File: config.mk
export PLATFORM = sky130hd
export DESIGN_NAME = msi_doorbell_xlate
export DESIGN_NICKNAME = d
export VERILOG_FILES = /design/src/rtl/msi_xlate_pkg.sv /design/src/rtl/msi_read_mux.sv /design/src/rtl/msi_doorbell_decode.sv /design/src/rtl/msi_pulse_bank.sv /design/src/rtl/msi_doorbell_xlate.sv
export SDC_FILE = /design/constraint.sdc
export NUM_CORES = 1
export LEC_CHECK = 0
export BUFFER_PORTS_ARGS = -buffer_cell sky130_fd_sc_hd__buf_2
export CAP_MARGIN = 40
export CORE_ASPECT_RATIO = 1.75
export CORE_MARGIN = 2
export CORE_UTILIZATION = 48
export CTS_CLUSTER_SIZE = 12
export DETAILED_ROUTE_END_ITERATION = 7
export PLACE_DENSITY_LB_ADDON = 0.12
export RECOVER_POWER = 25
export SYNTH_ARGS = -nofsm -noshare
export SYNTH_HDL_FRONTEND = slang
export SYNTH_SLANG_ARGS = --single-unit
File: constraint.sdc
create_clock -name clk -period 1.45 [get_ports clk]
set_input_delay 0.2175 -clock clk [delete_from_list [all_inputs] [get_ports clk]]
set_output_delay 0.2175 -clock clk [all_outputs]
set_load 0.02 [all_outputs]
File: src/rtl/msi_xlate_pkg.sv
package msi_xlate_pkg;
  localparam int unsigned ADDR_W = 12;
  localparam int unsigned DATA_W = 32;
  localparam int unsigned ID_W   = 10;

  localparam logic [ADDR_W-1:0] OFS_TYPE     = 12'h008;
  localparam logic [ADDR_W-1:0] OFS_DOORBELL = 12'h040;
  localparam logic [ADDR_W-1:0] OFS_IDENT    = 12'hFCC;

  localparam logic [2:0] SZ_HALF = 3'd2;
  localparam logic [2:0] SZ_WORD = 3'd4;

  localparam logic [7:0] PRODUCT_CODE = 8'h51;
  localparam int unsigned PRODUCT_LSB = 20;

  localparam int unsigned SHARED_OFS = 32;
  localparam int unsigned MAX_LINES  = 128;
  localparam int unsigned MAX_ID     = 1020;
endpackage

File: src/rtl/msi_read_mux.sv
module msi_read_mux
  import msi_xlate_pkg::*;
#(
  parameter int unsigned BASE_IDX  = 0,
  parameter int unsigned NUM_LINES = 64
) (
  input  logic [ADDR_W-1:0] addr,
  input  logic [2:0]        size,
  input  logic              rd,
  output logic [DATA_W-1:0] rdata_d
);
  localparam int unsigned WIN_LO = BASE_IDX + SHARED_OFS;
  localparam logic [DATA_W-1:0] TYPE_VAL =
    (DATA_W'(WIN_LO) << 16) | DATA_W'(NUM_LINES);
  localparam logic [DATA_W-1:0] IDENT_VAL =
    DATA_W'(PRODUCT_CODE) << PRODUCT_LSB;

  logic word_rd;
  assign word_rd = rd && (size == SZ_WORD);

  always_comb begin
    rdata_d = '0;
    if (word_rd) begin
      unique case (addr)
        OFS_TYPE:  rdata_d = TYPE_VAL;
        OFS_IDENT: rdata_d = IDENT_VAL;
        default:   rdata_d = '0;
      endcase
    end
  end
endmodule

File: src/rtl/msi_doorbell_decode.sv
module msi_doorbell_decode
  import msi_xlate_pkg::*;
#(
  parameter int unsigned BASE_IDX  = 0,
  parameter int unsigned NUM_LINES = 64
) (
  input  logic [ADDR_W-1:0]    addr,
  input  logic [2:0]           size,
  input  logic                 wr,
  input  logic [ID_W-1:0]      id,
  output logic [NUM_LINES-1:0] fire
);
  localparam int unsigned WIN_LO = BASE_IDX + SHARED_OFS;

  logic size_ok;
  logic bell_hit;

  assign size_ok  = (size == SZ_HALF) || (size == SZ_WORD);
  assign bell_hit = wr && size_ok && (addr == OFS_DOORBELL);

  for (genvar i = 0; i < NUM_LINES; i++) begin : g_line
    assign fire[i] = bell_hit && (id == ID_W'(WIN_LO + i));
  end
endmodule

File: src/rtl/msi_pulse_bank.sv
module msi_pulse_bank #(
  parameter int unsigned NUM_LINES = 64
) (
  input  logic                 clk,
  input  logic                 rst_n,
  input  logic [NUM_LINES-1:0] fire,
  output logic [NUM_LINES-1:0] pulse
);
  logic [NUM_LINES-1:0] pulse_d;
  logic [NUM_LINES-1:0] pulse_q;
  logic                 pulse_en;

  assign pulse_en = (|fire) || (|pulse_q);

  always_comb begin
    pulse_d = pulse_q;
    if (pulse_en) pulse_d = fire;
  end

  always_ff @(posedge clk or negedge rst_n) begin
    if (!rst_n) pulse_q <= '0;
    else        pulse_q <= pulse_d;
  end

  assign pulse = pulse_q;
endmodule

File: src/rtl/msi_doorbell_xlate.sv
module msi_doorbell_xlate
  import msi_xlate_pkg::*;
#(
  parameter int unsigned BASE_IDX  = 0,
  parameter int unsigned NUM_LINES = 64
) (
  input  logic                 clk,
  input  logic                 rst_n,
  input  logic [11:0]          bus_addr,
  input  logic [2:0]           bus_size,
  input  logic                 bus_rd,
  input  logic                 bus_wr,
  input  logic [31:0]          bus_wdata,
  output logic [31:0]          bus_rdata,
  output logic [NUM_LINES-1:0] irq_pulse
);
  if (NUM_LINES < 1 || NUM_LINES > MAX_LINES ||
      BASE_IDX + SHARED_OFS + NUM_LINES > MAX_ID) begin : g_bad_cfg
    $error("msi_doorbell_xlate: line window out of legal range");
  end

  logic [DATA_W-1:0]    rdata_d;
  logic [DATA_W-1:0]    rdata_q;
  logic                 rdata_en;
  logic [NUM_LINES-1:0] fire;
  logic                 unused_wdata_hi;

  assign unused_wdata_hi = ^bus_wdata[31:ID_W];

  msi_read_mux #(
    .BASE_IDX (BASE_IDX),
    .NUM_LINES(NUM_LINES)
  ) u_rd_mux (
    .addr   (bus_addr),
    .size   (bus_size),
    .rd     (bus_rd),
    .rdata_d(rdata_d)
  );

  msi_doorbell_decode #(
    .BASE_IDX (BASE_IDX),
    .NUM_LINES(NUM_LINES)
  ) u_decode (
    .addr(bus_addr),
    .size(bus_size),
    .wr  (bus_wr),
    .id  (bus_wdata[ID_W-1:0]),
    .fire(fire)
  );

  msi_pulse_bank #(
    .NUM_LINES(NUM_LINES)
  ) u_pulses (
    .clk  (clk),
    .rst_n(rst_n),
    .fire (fire),
    .pulse(irq_pulse)
  );

  assign rdata_en = bus_rd || (|rdata_q);

  always_ff @(posedge clk or negedge rst_n) begin
    if (!rst_n)        rdata_q <= '0;
    else if (rdata_en) rdata_q <= rdata_d;
  end

  assign bus_rdata = rdata_q;
endmodule

; Word-level counts from Yosys, hierarchy flattened
; Index checks and enable logic that the tools add are counted.
[word_totals]
reg_bits = 96
elab_cells = 146
input_bits = 51
out_inout_bits = 96
[op_classes]
n_eq_ne = 69
muxes = 2
reduce_logical = 73
[op_table]
columns = op, n
row1 = "10-bit by 6-bit == test with 1-bit output, second input constant", 32
row2 = "10-bit by 7-bit == test with 1-bit output, second input constant", 32
row3 = 64-bit OR reduction, 2
row4 = 1-bit logical AND, 67
row5 = 27-bit case mux with 2 select lines, 1
row6 = 32-bit 2-to-1 mux, 1
row7 = 32-bit OR reduction, 1
row8 = "12-bit == test, second input constant", 1
row9 = "12-bit by 4-bit == test with 1-bit output, second input constant", 1
row10 = "12-bit by 7-bit == test with 1-bit output, second input constant", 1
row11 = "3-bit by 2-bit == test with 1-bit output, second input constant", 1
row12 = "3-bit == test, second input constant", 1
row13 = 1-bit logical OR, 3

; Logic depth before layout (Yosys ltp)
; Gate-level depths: netlist of the first run.
[depth]
depth_word = 7
depth_mapped = 5
mapped_depth_nobuf = 3

; By module
; Synthesis of the first run repeated with hierarchy kept, for this count alone.
[unflattened]
cells_unflattened = 408
hier_area_um2 = 4129.0
[modules_own_cells]
columns = mod, instances, area_each_um2, cells_per_inst, seq_area_each_um2
row1 = msi_pulse_bank, 1, 1841.8, 128, 1601.5
row2 = msi_doorbell_xlate, 1, 1288.7, 118, 800.8
row3 = msi_doorbell_decode, 1, 703.2, 121, 0.0
row4 = msi_read_mux, 1, 295.3, 41, 0.0

; Least setup slack after synthesis of the first run
; OpenSTA, ideal clock, no wires.
[synth_path]
path_kind = input port to flip-flop
startpoint = in bus_wdata[5]
endpoint = reg u_pulses.pulse_q[32] (netlist: u_pulses.pulse[32])
arrival_time_ps = 1443
path_buffers = 2
setup_ps = 96
setup_slack_ps = -88
path_stages = 5
required_ps = 1354
cell_sequence = or4b_1 -> buf_2 -> or2_1 -> buf_6 -> nor4_2
[synth_between]
elab_chain_cells = 4
word_cells_on_any_way = 130
cone_classes = eq/ne (64) / reduce/logical (66)
[synth_rtl]
columns = element, line
row1 = from (decl), msi_doorbell_xlate.sv:13  ; input logic [31:0] bus_wdata,
row2 = 10-bit by 6-bit == test with 1-bit output / 10-bit by 7-bit == test with 1-bit output (equally long branches), msi_doorbell_decode.sv:22  ; assign fire[i] = bell_hit && (id == ID_W'(WIN_LO + i));
row3 = 1-bit logical AND, msi_doorbell_decode.sv:22
row4 = 64-bit OR reduction, msi_pulse_bank.sv:13  ; assign pulse_en = (|fire) || (|pulse_q);
row5 = 1-bit logical OR, msi_pulse_bank.sv:13
row6 = to (signal assigned), msi_pulse_bank.sv:22  ; else pulse_q <= pulse_d;
row7 = to (decl), msi_pulse_bank.sv:10  ; logic [NUM_LINES-1:0] pulse_q;
; Several ways; a longest one is shown, not always the timed one.
; A chain may end at the register's enable or synchronous reset.

; Worst setup path after layout of the first run
[layout_path]
startpoint = in bus_wdata[5]
endpoint = reg u_pulses.pulse_q[42] (netlist: u_pulses.pulse[42])
; Same word-level chain as after synthesis.

==> impl_metrics.yaml, run 1 <==
status:
  status: "finished clean"
flow_run:
  maxCapViolCount: 0
placed_design:
  place_hpwl_um: 4390
  placed_area_sq_um: 3350
  gp_congestion: 0.788
  portBuffers: 97
final_layout:
  final_cell_mix: "buf_2, dfrtp_1, nor3_1"
  seqCellArea_sq_um: 1650
  nFillCells: 497
  diodes: 0
  area_growth_pct: 33.1
  final_area_sq_um: 3580
  nets: 400
  final_common_cell: "buf_2"
  drive_above_1_share: 0.446
  multi_input_area_sq_um: 847
global_routing:
  grt_pass1_vias: 1940
  grt_max_degree: 67
  antenna_found_initial: 0
  grt.total_usage: 0.205
  grt_pass1_wl_um: 9150
  overflow: 0
clock_network:
  clock_path_buffers: 2
  clk_pin_slew_worst_paths_ns: 0.06
  cts.sinks: 66
  cts_tree: "yes"
  cts_buffers: 9
  h-tree-depth: 3
  clockRootBuffer: "clkbuf_8"
  ctsResizeCount: 0
route:
  wirelength_um: 5950
  dr.pass1.iters: 5
  viasPerCell: 4.92
  drc: 0
  wl_per_cell_um: 13.8
  via_count: 2117
  ant_nets: 0
  drtIter0Drc: 92
synth:
  synthFlopType: "dfrtp_1"
  synthArstFlopShare: 1.00
  yosys.cell_types.count: 26
  syn_avg_cell_area_sq_um: 11.7
  yosysSeqAreaShare: 0.613
  ys_ff_latch: 66
  synth-edff-count: 0
  yosysWarnings: 0
  synth_cells: 230
  syn_area_sq_um: 2690
timing:
  fin_crit_sh: 0.882
  finalCriticalPeriod_ns: 1.28
  drv_slew: 0
  finalSetupViolCount: 0
  rsz0062_at_grt: "no"
  fmax_mhz: 781
  whs_ns: 0.0659
  finalSetupTns_ns: 0
  relSlewSlack: 0.444
  tightest_slew_ns: 0.834
  hold_violations: 0
die:
  start_util: 0.490
  rows: 36
  die_h_um: 103
  die_area_sq_um: 6250
  fp.dieW_um: 60.6
  ioPinCount: 147
  coreArea_sq_um: 5500
power_and_ir_drop:
  switchingPower_mw: 0.818
  combPwrFrac: 0.064
  swShare: 0.213
  power.share.sequential: 0.479
  power_density_nw_per_um2: 1070
  power_frac_clock: 0.457
  p_leak_nw: 1.86
  cellInternalPower_mw: 3.03
  peakVddDrop_v: 0.00109
setup_path:
  crit_family: "simple AND/OR/NAND/NOR gates"
  crit_chain: "buf_2 -> or4b_4 -> or2_1 -> nor4_2"
  worstSetupPathType: "in2reg"
  cpPeakStageDelay_ns: 0.54
  crit_slowest_cell: "or4b_4"
  start_kind: "input port"
  path_buf_inv: 1
  end_kind: "register"
  required_ns: 1.68
  worst_ep_arrival_time_ns: 1.51
  critPathMaxFanout: 10
worst_hold_path:
  hold_path_class: "in2reg"
power groups by stage:
stage	combinational [mW]	sequential, mW	clock (mW)
after floorplan	0.170	1.88	0
after global placement	0.246	1.88	0
after detailed placement	0.250	1.88	0
after CTS	0.253	1.84	1.79
after global routing	0.273	1.84	1.87
final	0.246	1.84	1.76
path summary, 6_finish.rpt:
path	from	end	slack, ns	cells after the start
min	bus_addr[6]	bus_rdata[21]	0.07	2
max in group asynchronous	rst_n	u_pulses.pulse[62]	0.28	3
min in group asynchronous	rst_n	u_pulses.pulse[50]	0.63	3
max	bus_wdata[5]	u_pulses.pulse[42]	0.17	4
kinds of logic (layout without fill, tap and decap cells):
| group | after synthesis | count (layout) | synth area share |
|---|---|---|---|
| flip-flops | 66 | 66 | 0.613 |
| XOR/XNOR | 1 | 1 | 0.00325 |
| AND/OR/NAND/NOR | 115 | 115 | 0.268 |
| buffers and inverters | 47 | 145 | 0.114 |
| other | 1 | 27 | 0.00139 |
cells in the mapped netlist (all sizes together) (2+ instances only):
cell type | n | area [sq um]
nand3 | 2 | 10.0
or2 | 4 | 25.0
nor2 | 3 | 11.3
nor4 | 29 | 238
nor4bb | 3 | 30.0
or4b | 4 | 40.0
nand2 | 14 | 52.6
buf | 40 | 282
nand4 | 4 | 25.0
nor4b | 3 | 26.3
nor3 | 41 | 205
dfrtp | 66 | 1650
nor2b | 2 | 12.5
clkbuf | 7 | 26.3
sequential cells by signal (all words and copies together) (netlist names):
name	cells
u_pulses.pulse	64
bus_rdata	2
per-layer routing:
| metal | track usage | wire, um | vias up |
|---|---|---|---|
| li1 | - | - | 1005 |
| met1 | 0.214 | 2110 | 991 |
| met2 | 0.356 | 3210 | 106 |
| met3 | 0.0615 | 454 | 15 |
| met4 | 0.110 | 174 | 0 |
| met5 | 0 | 0 | - |
cell type report:
| cell class | count | area share |
|---|---|---|
| Clock buffer | 12 | 0.0461 |
| Sequential cell | 66 | 0.461 |
| Timing Repair Buffer | 129 | 0.210 |
| Tap cell | 76 | 0.0265 |
| Multi-Input combinational cell | 143 | 0.236 |
| Clock inverter | 4 | 0.0202 |
what timing repair did:
| item | 4_1_cts | 5_1_grt |
|---|---|---|
| hold endpoints to repair | 66 | 0 |
| hold buffers | 1 | 0 |
| buffers inserted | 0 | 0 |
through the flow:
stage / cells / util / power (mW) / setup slack [ns]
detailed placement: 413 / 0.610 / 2.13 / -0.179
global placement: 413 / 0.610 / 2.12 / -0.170
floorplan: 256 / - / 2.05 / 0.00662
CTS: 430 / 0.655 / 3.89 / 0.159
finish: 430 / 0.652 / 3.84 / 0.170
global route: 430 / 0.652 / 3.98 / 0.0709
Power figures use the tool's default switching activity.
==> run 2, diff against run 1 <==
--- a/config.mk
+++ b/config.mk
@@ -5,13 +5,13 @@
 export SDC_FILE = /design/constraint.sdc
 export NUM_CORES = 1
 export LEC_CHECK = 0
-export BUFFER_PORTS_ARGS = -buffer_cell sky130_fd_sc_hd__buf_2
 export CAP_MARGIN = 40
 export CORE_ASPECT_RATIO = 1.75
 export CORE_MARGIN = 2
-export CORE_UTILIZATION = 48
+export CORE_UTILIZATION = 55
 export CTS_CLUSTER_SIZE = 12
 export DETAILED_ROUTE_END_ITERATION = 7
+export DONT_BUFFER_PORTS = 1
 export PLACE_DENSITY_LB_ADDON = 0.12
 export RECOVER_POWER = 25
 export SYNTH_ARGS = -nofsm -noshare
==> run 2 against run 1 <==
The run now ends with negative hold slack left. First-iteration DRC count fell by 61%. Clock power down 21%. Setup slack gained 0.053 ns. Global-route usage decreased by 0.55 points. Worst hold slack got worse by 0.49 ns. Combinational power is 45% lower. Non-clock buffer count fell by 110. Flip-flop and latch count did not move.
==> impl_metrics.yaml, run 2 (synthesis results as in run 1) <==
status:
  status: "complete, but fails checks"
  violations: "negative hold slack"
global_routing:
  grt_pass1_wl_um: 7890
  antenna_found_initial: 0
  overflow: 0
  grt.total_usage: 0.199
  grt_pass1_vias: 1518
  grt_max_degree: 67
die:
  rows: 33
  fp.dieW_um: 56.9
  die_h_um: 96.6
  die_area_sq_um: 5500
  coreArea_sq_um: 4710
  ioPinCount: 147
  start_util: 0.572
final_layout:
  final_cell_mix: "dfrtp_1, nor3_1, conb_1"
  final_common_cell: "dfrtp_1"
  area_growth_pct: 7.66
  largest_reg_flops: 64
  diodes: 0
  nets: 290
  drive_above_1_share: 0.180
timing:
  fin_crit_sh: 0.846
  finalSetupViolCount: 0
  drv_slew: 0
  fmax_mhz: 815
  rsz0062_at_grt: "no"
  relSlewSlack: 0.639
  whs_ns: -0.423
  finalCriticalPeriod_ns: 1.23
  hold_violations: 66
  tightest_slew_ns: 0.541
power_and_ir_drop:
  peakVddDrop_v: 0.00117
  power_mw: 3.37
  power_density_nw_per_um2: 1160
  p_leak_nw: 1.27
setup_path:
  worstSetupPathType: "reg2out"
  start_kind: "register"
  worst_ep_arrival_time_ns: 1.01
  required_ns: 1.23
  end_kind: "output pin"
  critPathMaxFanout: 3
route:
  dr.pass1.iters: 4
  drc: 0
  drtIter0Drc: 36
  ant_nets: 0
  wirelength_um: 5350
  viasPerCell: 5.82
  via_count: 1723
  wl_per_cell_um: 18.1
clock_network:
  clock_path_buffers: 2
  cts_tree: "yes"
  hold_buffers: 1
  clockRootBuffer: "clkbuf_8"
  h-tree-depth: 3
  cts.sinks: 66
  cts_buffers: 9
  clk_pin_slew_worst_paths_ns: 0.06
placed_design:
  portBuffers: 0
  place_hpwl_um: 4000
  gp_congestion: 0.770
flow_run:
  maxCapViolCount: 0
worst_hold_path:
  hold_path_class: "in2async"
==> run 2: cell count changes in the layout (fill, tap and decap cells not counted) <==
cell,change
clkbuf_4,-1
bufinv_16,-1
clkbuf_8,-3
clkinvlp_4,-1
clkbuf_1,+4
clkinv_2,+1
buf_12,-1
buf_2,-97
buf_4,-11
==> run 2: layout make-up <==
cell class | count | area [sq um]
Fill cell | 399 | 1810
Sequential cell | 66 | 1650
Multi-Input combinational cell | 143 | 847
Timing Repair Buffer | 19 | 158
Clock buffer | 13 | 139
Tap cell | 52 | 65.1
Clock inverter | 3 | 40.0
==> run 2: final timing paths <==
kind / from / to / slack [ns] / cells after the start
setup / recovery: bus_rdata[24] / bus_rdata[20] / 0.22 / 0
hold / removal: rst_n / u_pulses.pulse[54] / -0.42 / 0
max in group asynchronous: rst_n / u_pulses.pulse[27] / 1.78 / 0
min in group clk: bus_addr[7] / bus_rdata[24] / 0.02 / 2
==> run 2: per-stage QoR <==
step / util / TNS [ns] / instance area, sq um / setup slack (ns) / std cells
after floorplan: - / 0 / 2850 / 0.00662 / 256
after global placement: 0.576 / 0 / 2710 / 0.0000374 / 279
after detailed placement: 0.576 / -0.641 / 2710 / -0.0564 / 279
after CTS: 0.616 / 0 / 2900 / 0.206 / 296
after global routing: 0.616 / 0 / 2900 / 0.141 / 296
final: 0.616 / 0 / 2900 / 0.224 / 296
==> run 2: layer usage <==
layer / global-route usage / part of all wire / vias up
met3: 0.0679 / 0.082 / 10
met4: 0.101 / 0.024 / 0
met1: 0.200 / 0.34 / 821
met5: 0 / 0 / -
li1: - / - / 783
met2: 0.361 / 0.56 / 109
==> run 2: report_power, final <==
group | switching, mW | internal, mW
clock | 0.604 | 0.791
sequential | 0.00000597 | 1.84
combinational | 0.0986 | 0.0368
==> run 2: timing repair <==
item	in CTS	in global routing
hold endpoints to repair	67	66
setup buffers	0	0
gates resized for setup	0	0
==> run 3, diff against run 2 <==
--- a/config.mk
+++ b/config.mk
@@ -5,6 +5,7 @@
 export SDC_FILE = /design/constraint.sdc
 export NUM_CORES = 1
 export LEC_CHECK = 0
+export ABC_AREA = 1
 export CAP_MARGIN = 40
 export CORE_ASPECT_RATIO = 1.75
 export CORE_MARGIN = 2
==> constraint.sdc (replaced) <==
create_clock -name clk -period 1.1 [get_ports clk]
set_input_delay 0.165 -clock clk [delete_from_list [all_inputs] [get_ports clk]]
set_output_delay 0.165 -clock clk [all_outputs]
set_load 0.02 [all_outputs]
==> run 3 against run 2 <==
Via count up 10%. Count of clock-buffer cells in the layout fell by 2. First-iteration DRC count decreased by 11%. The flow still finishes with violations (negative hold slack). Sequential power increased by 32%. Largest power group unchanged. Sequential share of layout area down 5.2 points. Setup slack lost 0.17 ns. Clock power increased by 40%.
==> impl_metrics.yaml, run 3 <==
placed_design:
  pre_cts_ws_ns: -0.0217
  dp_cells: 372
  place_hpwl_um: 4100
  placed_area_sq_um: 2910
  gp_congestion: 0.830
  portBuffers: 0
power_and_ir_drop:
  switchingPower_mw: 1.02
  p_leak_nw: 1.53
  cellInternalPower_mw: 3.60
  power.share.sequential: 0.526
  power_mw: 4.62
  power_frac_clock: 0.421
  power_density_nw_per_um2: 1450
  combPwrFrac: 0.053
  swShare: 0.221
  peakVddDrop_v: 0.00117
setup_path:
  worst_ep_arrival_time_ns: 0.88
  required_ns: 0.94
  cpPeakStageDelay_ns: 0.38
  crit_slowest_cell: "dfrtp_1"
  worstSetupPathType: "reg2out"
  end_kind: "output pin"
  startpoint: "bus_rdata[24]"
  cp.depth: 1
  critPathMaxFanout: 3
  crit_chain: "buf_6"
  start_kind: "register"
  critPathCapture: "bus_rdata[20]"
  crit_family: "flip-flops"
  path_buf_inv: 1
timing:
  drv_slew: 0
  hold_violations: 66
  rsz0062_at_grt: "no"
  fin_crit_sh: 0.949
  layout_setup_ws_ns: 0.0564
  finalCriticalPeriod_ns: 1.04
  fmax_mhz: 958
  finalSetupViolCount: 0
  whs_ns: -0.479
synth:
  yosys.cell_types.count: 18
  synthFlopType: "dfrtp_1"
  yosysTopAreaCell: "dfrtp_1"
  synth_top_family_by_area: "simple AND/OR/NAND/NOR gates"
  synth_xor_area_frac: 0.00573
  ys_ff_latch: 66
  synth_common_cells: "nor2_1, dfrtp_1, nand2_1"
  syn_avg_cell_area_sq_um: 9.27
  synthSimpleGateAreaFrac: 0.268
  yosysWarnings: 0
  yosysSeqAreaShare: 0.582
  synthArstFlopShare: 1.00
  yosysTopAreaCellShare: 0.582
  yosysMostFrequentCell: "nor2_1"
  synth_cells: 306
  synth_compound_area_frac: 0
  synth-edff-count: 0
  synth_area_leaders: "dfrtp_1, nor2_1, buf_4"
  yosys.area_share.adder: 0
  synth_mux_area_frac: 0
  syn_area_sq_um: 2840
flow_run:
  maxCapViolCount: 0
global_routing:
  grt_pass1_vias: 1900
  overflow: 0
  antenna_found_initial: 0
  grt_pass1_wl_um: 8850
  grt_max_degree: 67
  grt.total_usage: 0.212
clock_network:
  clk_pin_slew_worst_paths_ns: 0.07
  cts_tree: "yes"
  hold_buffers: 8
  h-tree-depth: 3
  clockRootBuffer: "clkbuf_8"
  cts_buffers: 9
  clock_path_buffers: 2
  cts.sinks: 66
  post-cts-setup-buffer-count: 0
final_layout:
  final_common_cell: "nor2_1"
  largest_reg_flops: 64
  nets: 388
  drive_above_1_share: 0.173
  diodes: 0
  stdcell_count: 396
  final_area_sq_um: 3190
  area_growth_pct: 12.5
  nFillCells: 414
  final_cell_mix: "nor2_1, dfrtp_1, nand2_1"
route:
  dr.pass1.iters: 4
  drtIter0Drc: 32
  wl_per_cell_um: 13.9
  via_count: 1900
  wirelength_um: 5520
  viasPerCell: 4.80
  drc: 0
  ant_nets: 0
status:
  status: "complete, but fails checks"
  violations: "negative hold slack"
die:
  die_h_um: 99.0
  rows: 34
  ioPinCount: 147
  fp.dieW_um: 58.3
  start_util: 0.570
  coreArea_sq_um: 4980
  die_area_sq_um: 5770
worst_hold_path:
  hold_path_class: "in2async"
==> run 3: cell count changes in the layout (fill, tap and decap cells not counted), moves of 7 or more <==
| cell | change |
|---|---|
| dlygate4sd3_1 | +7 |
| nor3_1 | -40 |
| nand2_1 | +34 |
| nor2_1 | +79 |
| inv_1 | +32 |
| nor4_1 | -20 |
| nand3_1 | +11 |
| nor4_2 | -9 |
| nor2_2 | +11 |
==> run 3: repair_timing <==
| item | in CTS | in global routing |
|---|---|---|
| endpoints found under the setup margin | 0 | 5 |
| endpoints found under the hold margin | 68 | 66 |
| gates resized for setup | 0 | 2 |
==> run 3: cell type report <==
| class | count | area [sq um] | area share |
|---|---|---|---|
| clock buffer | 11 | 141 | 0.0443 |
| inverter | 33 | 124 | 0.0388 |
| clock inverter | 5 | 53.8 | 0.0169 |
| tap | 54 | 67.6 | 0.0212 |
| sequential | 66 | 1650 | 0.518 |
| multi-input combinational | 197 | 878 | 0.275 |
| timing repair buffer | 30 | 274 | 0.0858 |
==> run 3: how the worst min path moves through the flow <==
stage,startpoint,end,slack (ns),cells after the start
final,rst_n,bus_rdata[24],-0.48,0
after global routing,rst_n,u_pulses.pulse[20],-0.51,0
after CTS,rst_n,u_pulses.pulse[37],-0.49,0
after detailed placement,rst_n,u_pulses.pulse[54],-0.13,0
after global placement,rst_n,u_pulses.pulse[54],-0.13,0
after floorplan,rst_n,bus_rdata[21],-0.13,0
==> run 3: routing by layer <==
metal | up-vias | GRT usage | routed length (um)
met3 | 13 | 0.0906 | 456
met1 | 876 | 0.209 | 1810
met4 | 0 | 0.0984 | 151
met5 | - | 0 | 0
met2 | 90 | 0.369 | 3100
li1 | 921 | - | -
==> run 3: cells by family after synthesis <==
group / after synthesis
buffers and inverters: 69
AND/OR/NAND/NOR: 169
flip-flops: 66
XOR/XNOR: 1
other: 1
==> run 3: power by group through the flow <==
stage,Combinational (mW),Clock [mW],Sequential (mW)
after floorplan,0.247,0,2.47
after global placement,0.218,0,2.47
after detailed placement,0.220,0,2.47
after CTS,0.243,1.99,2.43
after global routing,0.272,2.11,2.42
final,0.247,1.94,2.43
==> run 3: per-stage QoR <==
stage	utilization	setup TNS (ns)
5_1_grt	0.641	0
2_1_floorplan	-	0
4_1_cts	0.640	0
6_report	0.641	0
3_5_place_dp	0.585	-0.0807
3_3_place_gp	0.585	-0.0000107
